--- config.mk ---
export PLATFORM = sky130hd
export DESIGN_NAME = cpu_bank_mapper
export DESIGN_NICKNAME = d
export VERILOG_FILES = /design/src/rtl/cbm_pkg.sv /design/src/rtl/cbm_port_decode.sv /design/src/rtl/cbm_bank_file.sv /design/src/rtl/cbm_chip_decode.sv /design/src/rtl/cpu_bank_mapper.sv
export SDC_FILE = /design/constraint.sdc
export NUM_CORES = 1
export LEC_CHECK = 0
export ABC_AREA = 1
export BUFFER_PORTS_ARGS = -buffer_cell sky130_fd_sc_hd__buf_2
export CORE_MARGIN = 1
export CORE_UTILIZATION = 51
export CTS_CLUSTER_DIAMETER = 30
export DETAILED_ROUTE_END_ITERATION = 10
export GPL_ROUTABILITY_DRIVEN = 0
export PLACE_DENSITY = 0.8
export SYNTH_ARGS = -nofsm -noshare
export SYNTH_HDL_FRONTEND = slang
export SYNTH_HIERARCHICAL = 1
export SYNTH_SLANG_ARGS = --single-unit
--- constraint.sdc ---
create_clock -name clk_i -period 2.15 [get_ports clk_i]
set_input_delay 0.5375 -clock clk_i [delete_from_list [all_inputs] [get_ports clk_i]]
set_output_delay 0.5375 -clock clk_i [all_outputs]
set_load 0.02 [all_outputs]
--- src/rtl/cbm_pkg.sv ---
package cbm_pkg;
  localparam int CPU_AW    = 16;
  localparam int AREA_W    = 2;
  localparam int N_AREAS   = 1 << AREA_W;
  localparam int OFFS_W    = CPU_AW - AREA_W;
  localparam int BANK_W    = 8;
  localparam int NIB_W     = 4;
  localparam int N_NIBS    = BANK_W / NIB_W;
  localparam int PHYS_W    = BANK_W + OFFS_W;
  localparam int IO_AW     = 8;
  localparam int DEV_IDX_W = BANK_W - NIB_W;

  typedef logic [BANK_W-1:0] bank_t;
  typedef logic [AREA_W-1:0] area_t;
endpackage

--- src/rtl/cbm_port_decode.sv ---
module cbm_port_decode
  import cbm_pkg::*;
#(
  parameter logic [IO_AW-1:0] PORT_BASE = 8'h38
) (
  input  logic             clk_i,
  input  logic             rst_ni,
  input  logic [IO_AW-1:0] io_addr_i,
  input  logic             iorq_ni,
  input  logic             rd_ni,
  input  logic             wr_ni,
  output logic             wr_stb_o,
  output area_t            wr_area_o
);
  localparam int MATCH_W = IO_AW - AREA_W;

  logic hit;
  logic raw_stb;
  logic raw_q;

  assign hit       = io_addr_i[IO_AW-1:AREA_W] == PORT_BASE[IO_AW-1:AREA_W];
  assign raw_stb   = !iorq_ni && !wr_ni && rd_ni && hit;
  assign wr_area_o = io_addr_i[AREA_W-1:0];

  always_ff @(posedge clk_i or negedge rst_ni) begin
    if (!rst_ni) raw_q <= 1'b0;
    else         raw_q <= raw_stb;
  end

  // one load per strobe: leading cycle only
  assign wr_stb_o = raw_stb && !raw_q;

  AST_SINGLE_LOAD: assert property (@(posedge clk_i) disable iff (!rst_ni)
    wr_stb_o |=> !wr_stb_o);

  logic unused_w;
  assign unused_w = ^MATCH_W;
endmodule

--- src/rtl/cbm_bank_file.sv ---
module cbm_bank_file
  import cbm_pkg::*;
(
  input  logic              clk_i,
  input  logic              rst_ni,
  input  logic              wr_stb_i,
  input  area_t             wr_area_i,
  input  logic [BANK_W-1:0] wr_data_i,
  input  area_t             rd_area_i,
  output bank_t             bank_o,
  output logic              boot_o
);
  logic [N_AREAS-1:0][BANK_W-1:0] entry_q;
  logic                           boot_q;

  // each window register is built from nibble lanes fed by matching data lanes
  for (genvar a = 0; a < N_AREAS; a++) begin : g_area
    for (genvar n = 0; n < N_NIBS; n++) begin : g_nib
      always_ff @(posedge clk_i or negedge rst_ni) begin
        if (!rst_ni)
          entry_q[a][n*NIB_W +: NIB_W] <= '0;
        else if (wr_stb_i && wr_area_i == area_t'(a))
          entry_q[a][n*NIB_W +: NIB_W] <= wr_data_i[n*NIB_W +: NIB_W];
      end
    end
  end

  always_ff @(posedge clk_i or negedge rst_ni) begin
    if (!rst_ni)       boot_q <= 1'b1;
    else if (wr_stb_i) boot_q <= 1'b0;
  end

  assign bank_o = boot_q ? '1 : entry_q[rd_area_i];
  assign boot_o = boot_q;

  AST_BOOT_STICKY: assert property (@(posedge clk_i) disable iff (!rst_ni)
    !boot_q |=> !boot_q);
  AST_BOOT_EXIT: assert property (@(posedge clk_i) disable iff (!rst_ni)
    wr_stb_i |=> !boot_q);
  AST_REGS_HOLD: assert property (@(posedge clk_i) disable iff (!rst_ni)
    !wr_stb_i |=> $stable(entry_q));
endmodule

--- src/rtl/cbm_chip_decode.sv ---
module cbm_chip_decode
  import cbm_pkg::*;
#(
  parameter int RAM_DEVS = 4
) (
  input  logic                 clk_i,
  input  logic                 rst_ni,
  input  logic [DEV_IDX_W-1:0] dev_idx_i,
  input  logic                 rom_bit_i,
  input  logic                 mreq_ni,
  input  logic                 rfsh_ni,
  output logic                 rom_sel_o,
  output logic [RAM_DEVS-1:0]  ram_sel_o
);
  logic cycle_ok;
  assign cycle_ok  = !mreq_ni && rfsh_ni;
  assign rom_sel_o = cycle_ok && rom_bit_i;

  for (genvar d = 0; d < RAM_DEVS; d++) begin : g_ram
    assign ram_sel_o[d] = cycle_ok && !rom_bit_i && (dev_idx_i == DEV_IDX_W'(d));
  end

  AST_ONE_DEVICE: assert property (@(posedge clk_i) disable iff (!rst_ni)
    $onehot0({rom_sel_o, ram_sel_o}));
  AST_IDLE_QUIET: assert property (@(posedge clk_i) disable iff (!rst_ni)
    (mreq_ni || !rfsh_ni) |-> (!rom_sel_o && ram_sel_o == '0));
endmodule

--- src/rtl/cpu_bank_mapper.sv ---
module cpu_bank_mapper
  import cbm_pkg::*;
#(
  parameter int                RAM_DEVS  = 4,
  parameter logic [IO_AW-1:0]  PORT_BASE = 8'h38
) (
  input  logic                clk_i,
  input  logic                rst_ni,
  input  logic [CPU_AW-1:0]   cpu_addr_i,
  input  logic [BANK_W-1:0]   cpu_data_i,
  input  logic                iorq_ni,
  input  logic                mreq_ni,
  input  logic                rd_ni,
  input  logic                wr_ni,
  input  logic                rfsh_ni,
  output logic [PHYS_W-1:0]   phys_addr_o,
  output logic                rom_sel_o,
  output logic [RAM_DEVS-1:0] ram_sel_o
);
  logic  wr_stb;
  area_t wr_area;
  bank_t bank;
  logic  boot;

  cbm_port_decode #(.PORT_BASE(PORT_BASE)) u_port (
    .clk_i     (clk_i),
    .rst_ni    (rst_ni),
    .io_addr_i (cpu_addr_i[IO_AW-1:0]),
    .iorq_ni   (iorq_ni),
    .rd_ni     (rd_ni),
    .wr_ni     (wr_ni),
    .wr_stb_o  (wr_stb),
    .wr_area_o (wr_area)
  );

  cbm_bank_file u_banks (
    .clk_i     (clk_i),
    .rst_ni    (rst_ni),
    .wr_stb_i  (wr_stb),
    .wr_area_i (wr_area),
    .wr_data_i (cpu_data_i),
    .rd_area_i (cpu_addr_i[CPU_AW-1:OFFS_W]),
    .bank_o    (bank),
    .boot_o    (boot)
  );

  assign phys_addr_o = {bank, cpu_addr_i[OFFS_W-1:0]};

  cbm_chip_decode #(.RAM_DEVS(RAM_DEVS)) u_cs (
    .clk_i     (clk_i),
    .rst_ni    (rst_ni),
    .dev_idx_i (phys_addr_o[PHYS_W-1:PHYS_W-DEV_IDX_W]),
    .rom_bit_i (phys_addr_o[OFFS_W+NIB_W-1]),
    .mreq_ni   (mreq_ni),
    .rfsh_ni   (rfsh_ni),
    .rom_sel_o (rom_sel_o),
    .ram_sel_o (ram_sel_o)
  );

  AST_BOOT_TOP_BANK: assert property (@(posedge clk_i) disable iff (!rst_ni)
    boot |-> phys_addr_o[PHYS_W-1:OFFS_W] == '1);

  logic unused_bits;
  assign unused_bits = ^phys_addr_o[OFFS_W+NIB_W-2:0];
endmodule

==> impl_metrics.yaml <==
status:
  status: "complete, no violations"
critical_path:
  slowest_stage: "buf_6"
  cp_max_fo: 7
  critPathTopFamily: "simple AND/OR/NAND/NOR gates"
  cp_common_cell: "buf_6"
  slowest_delay_ns: 0.13
  crit_buf_inv: 4
  crit_type: "primary input to primary output"
  cp.arrival_ns: 1.57
  startpoint_type: "primary input"
  cp_data_required_time_ns: 1.61
  end_kind: "primary output"
  cp_cell_sequence: "buf_6 -> buf_6 -> nand2_1 -> nand3_2 -> nand2_1 -> nand2_2 -> inv_1 -> nor2_1 -> nand2_2 -> nor2_4 -> buf_6"
route:
  ant_nets: 0
  drt_iter0_drc: 61
  via_per_inst: 5.009
  detail_route.wl_per_cell_um: 12.15
  drcViolationCount: 0
  drtPass1Iterations: 4
  vias: 1613
  wl_um: 3912
synthesis:
  synth.yosys.warnings: 6
  synth.top_cell.area_share_pct: 44.47
  syn_area_um2: 1857
  syn-num-nets: 266
  ys_ff_latch: 34
  ys_types: 17
  synth_area_per_cell_um2: 7.901
  synth_seq_area_share_pct: 45.89
  synth.area.top_cells: "dfrtp_1 44%, nand2_1 18%, buf_4 6.9%"
  synth_cells: 235
  synth_top_cell_by_area: "dfrtp_1"
grt:
  track_usage_pct: 21.09
  grt_max_degree: 35
  grt_pass1_wl_um: 6396
  antenna_found_initial: 0
  grt-ovfl-total: 0
  grt_pass1_vias: 1430
job:
  drv.max_cap_violation_count: 0
pwr:
  p_seq_share_pct: 54.3
  switching_share_pct: 27.33
  switchingPower_w: 0.0003303
  cellPowerDensity_nw_per_um2: 536.0
  power_frac_comb_pct: 15.9
  peakVddDrop_v: 0.0003615
  p_int_w: 0.0008782
  clkPwrFrac_pct: 29.8
  leakagePower_nw: 1.104
clock_network:
  h-tree-depth: 2
  numClockSinks: 34
  cts-hold-fix-buffers: 0
  clkTransAtPathRegs_ns: 0.10
  cts_made_buffers: 5
  clk_latency_ns: 0.33
  clock_tree.root_cell: "clkbuf_4"
  tritoncts: "done"
  clockBufferDepth: 2
hold_path:
  min_path_type: "primary input to asynchronous set/reset pin"
timing:
  slew_violations: 0
  hold_viol: 0
  fin_crit_sh_pct: 98.08
  max_freq_ghz: 0.4742
  rsz0062_at_grt: "true"
  fin_skew_ns: 0.008572
  fin_crit_ns: 2.109
  worst_slack_ns: 0.04119
  tightestPinTransition_ns: 0.7475
  relSlewSlack_pct: 50.17
  timing.hold.ws_ns: 0.2626
  finalSetupViolCount: 0
floorplan:
  die_area_um2: 3886
  dieWidth_um: 62.34
  initial_core_util_pct: 54.36
  die_height_um: 62.34
  core_um2: 3416
  num_rows: 21
  io-pin-count: 58
placed_design:
  placed_cell_area_um2: 2059
  dpl.cell_count: 309
  port-buffer-count: 45
  dp_hpwl_um: 2609
  place_ws_ns: -0.04537
final_layout:
  fin_nets: 306
  fin_util_pct: 66.01
  finalNonFillerCells: 322
  nFillCells: 307
  antennaDiodeCount: 0
  area_delta_synth_final_pct: 21.43
  design_area_um2: 2255
  drive_gt1_share_pct: 41.67
==> cells by family (layout without fill, tap and decap cells) <==
kind of cell	count (synthesis)	after routing	share of synthesized area (%)
buffers and inverters	44	85	14.15
AO/OA/AOI/OAI	32	32	10.85
flip-flops	34	34	45.89
AND/OR/NAND/NOR	125	125	29.11
==> worst paths after layout <==
check	depth (start not counted)	slack [ns]	to	from
worst min-delay path	1	0.26	u_banks/entry_q[14]$_DFFE_PN0P_	rst_ni
worst max-delay path	11	0.04	ram_sel_o[2]	cpu_addr_i[14]
worst min register to register	2	0.50	u_banks/entry_q[10]$_DFFE_PN0P_	u_banks/entry_q[10]$_DFFE_PN0P_
worst max register to register	4	0.58	u_banks/entry_q[17]$_DFFE_PN0P_	u_port/raw_q$_DFF_PN0_
min in group clk_i	4	0.47	u_port/raw_q$_DFF_PN0_	iorq_ni
max in group asynchronous	1	1.40	u_banks/entry_q[10]$_DFFE_PN0P_	rst_ni
==> sequential cells by signal (all words and copies together), names as in the netlist <==
signal	count
u_banks/boot_o	1
u_port/raw_q	1
u_banks/entry_q	32
==> cells in the mapped netlist <==
cell type  number
buf_6           4
clkinv_1        1
nand3_2         5
nor2_1         11
nand2_1        88
nor2_4          1
dfstp_2         1
o21ai_1        21
dfrtp_1        33
buf_2           3
buf_4          17
nor3_2          1
inv_1          18
o21ai_2        11
inv_2           1
nor2_2          2
nand3_1        17
==> metal layers <==
layer / track usage (%) / vias up / routed length, um
li1: - / 805 / -
met1: 28.38 / 744 / 1723
met2: 33.52 / 57 / 1935
met3: 3.676 / 7 / 198
met4: 9.012 / 0 / 55
met5: 0 / - / 0
==> area by class of cell <==
type / count / area (um2) / area share [%]
clock buffer: 7 / 55.05 / 2.442
sequential: 34 / 852.1 / 37.79
clock inverter: 1 / 5.005 / 0.2220
multi-input combinational: 157 / 849.6 / 37.68
timing repair buffer: 57 / 350.3 / 15.54
tap: 46 / 57.56 / 2.553
inverter: 20 / 85.08 / 3.774
==> power groups by stage <==
| stage | Sequential [W] | Clock, W | Combinational, W |
|---|---|---|---|
| final | 0.000657 | 0.000360 | 0.000192 |
| after global routing | 0.000658 | 0.000404 | 0.000212 |
| after CTS | 0.000656 | 0.000375 | 0.000177 |
| after detailed placement | 0.000668 | 0 | 0.000176 |
| after global placement | 0.000668 | 0 | 0.000172 |
| after floorplan | 0.000667 | 0 | 0.000133 |
==> stage by stage <==
stage	total power, W	TNS (ns)
3_5_place_dp	0.0008437	-0.1193
3_3_place_gp	0.0008403	-0.006447
6_report	0.001209	0
2_1_floorplan	0.0008001	0
4_1_cts	0.001208	-0.0001905
5_1_grt	0.001274	-0.05318
==> layout by cell type (no fill, tap or decap) <==
cell      netlist  routed
buf_2           3      40
buf_4          17      11
buf_6           4       6
clkbuf_1        0       1
clkbuf_4        0       5
clkbuf_8        0       1
clkinv_2        0       1
dfrtp_1        33      33
dfstp_2         1       1
inv_1          18      16
inv_2           1       2
inv_4           0       1
inv_8           0       1
nand2_1        88      74
nand2_2         0      14
nand3_1        17      11
nand3_2         5      10
nand3_4         0       1
nor2_1         11       5
nor2_2          2       4
nor2_4          1       5
nor3_2          1       1
o21ai_1        21      21
o21ai_2        11      11
==> repair_timing <==
item	4_1_cts	5_1_grt
endpoints found under the setup margin	4	4
buffers inserted	0	5
pin swaps	1	12
resized for setup	6	28
No activity file was read; power rests on OpenSTA's default activity.
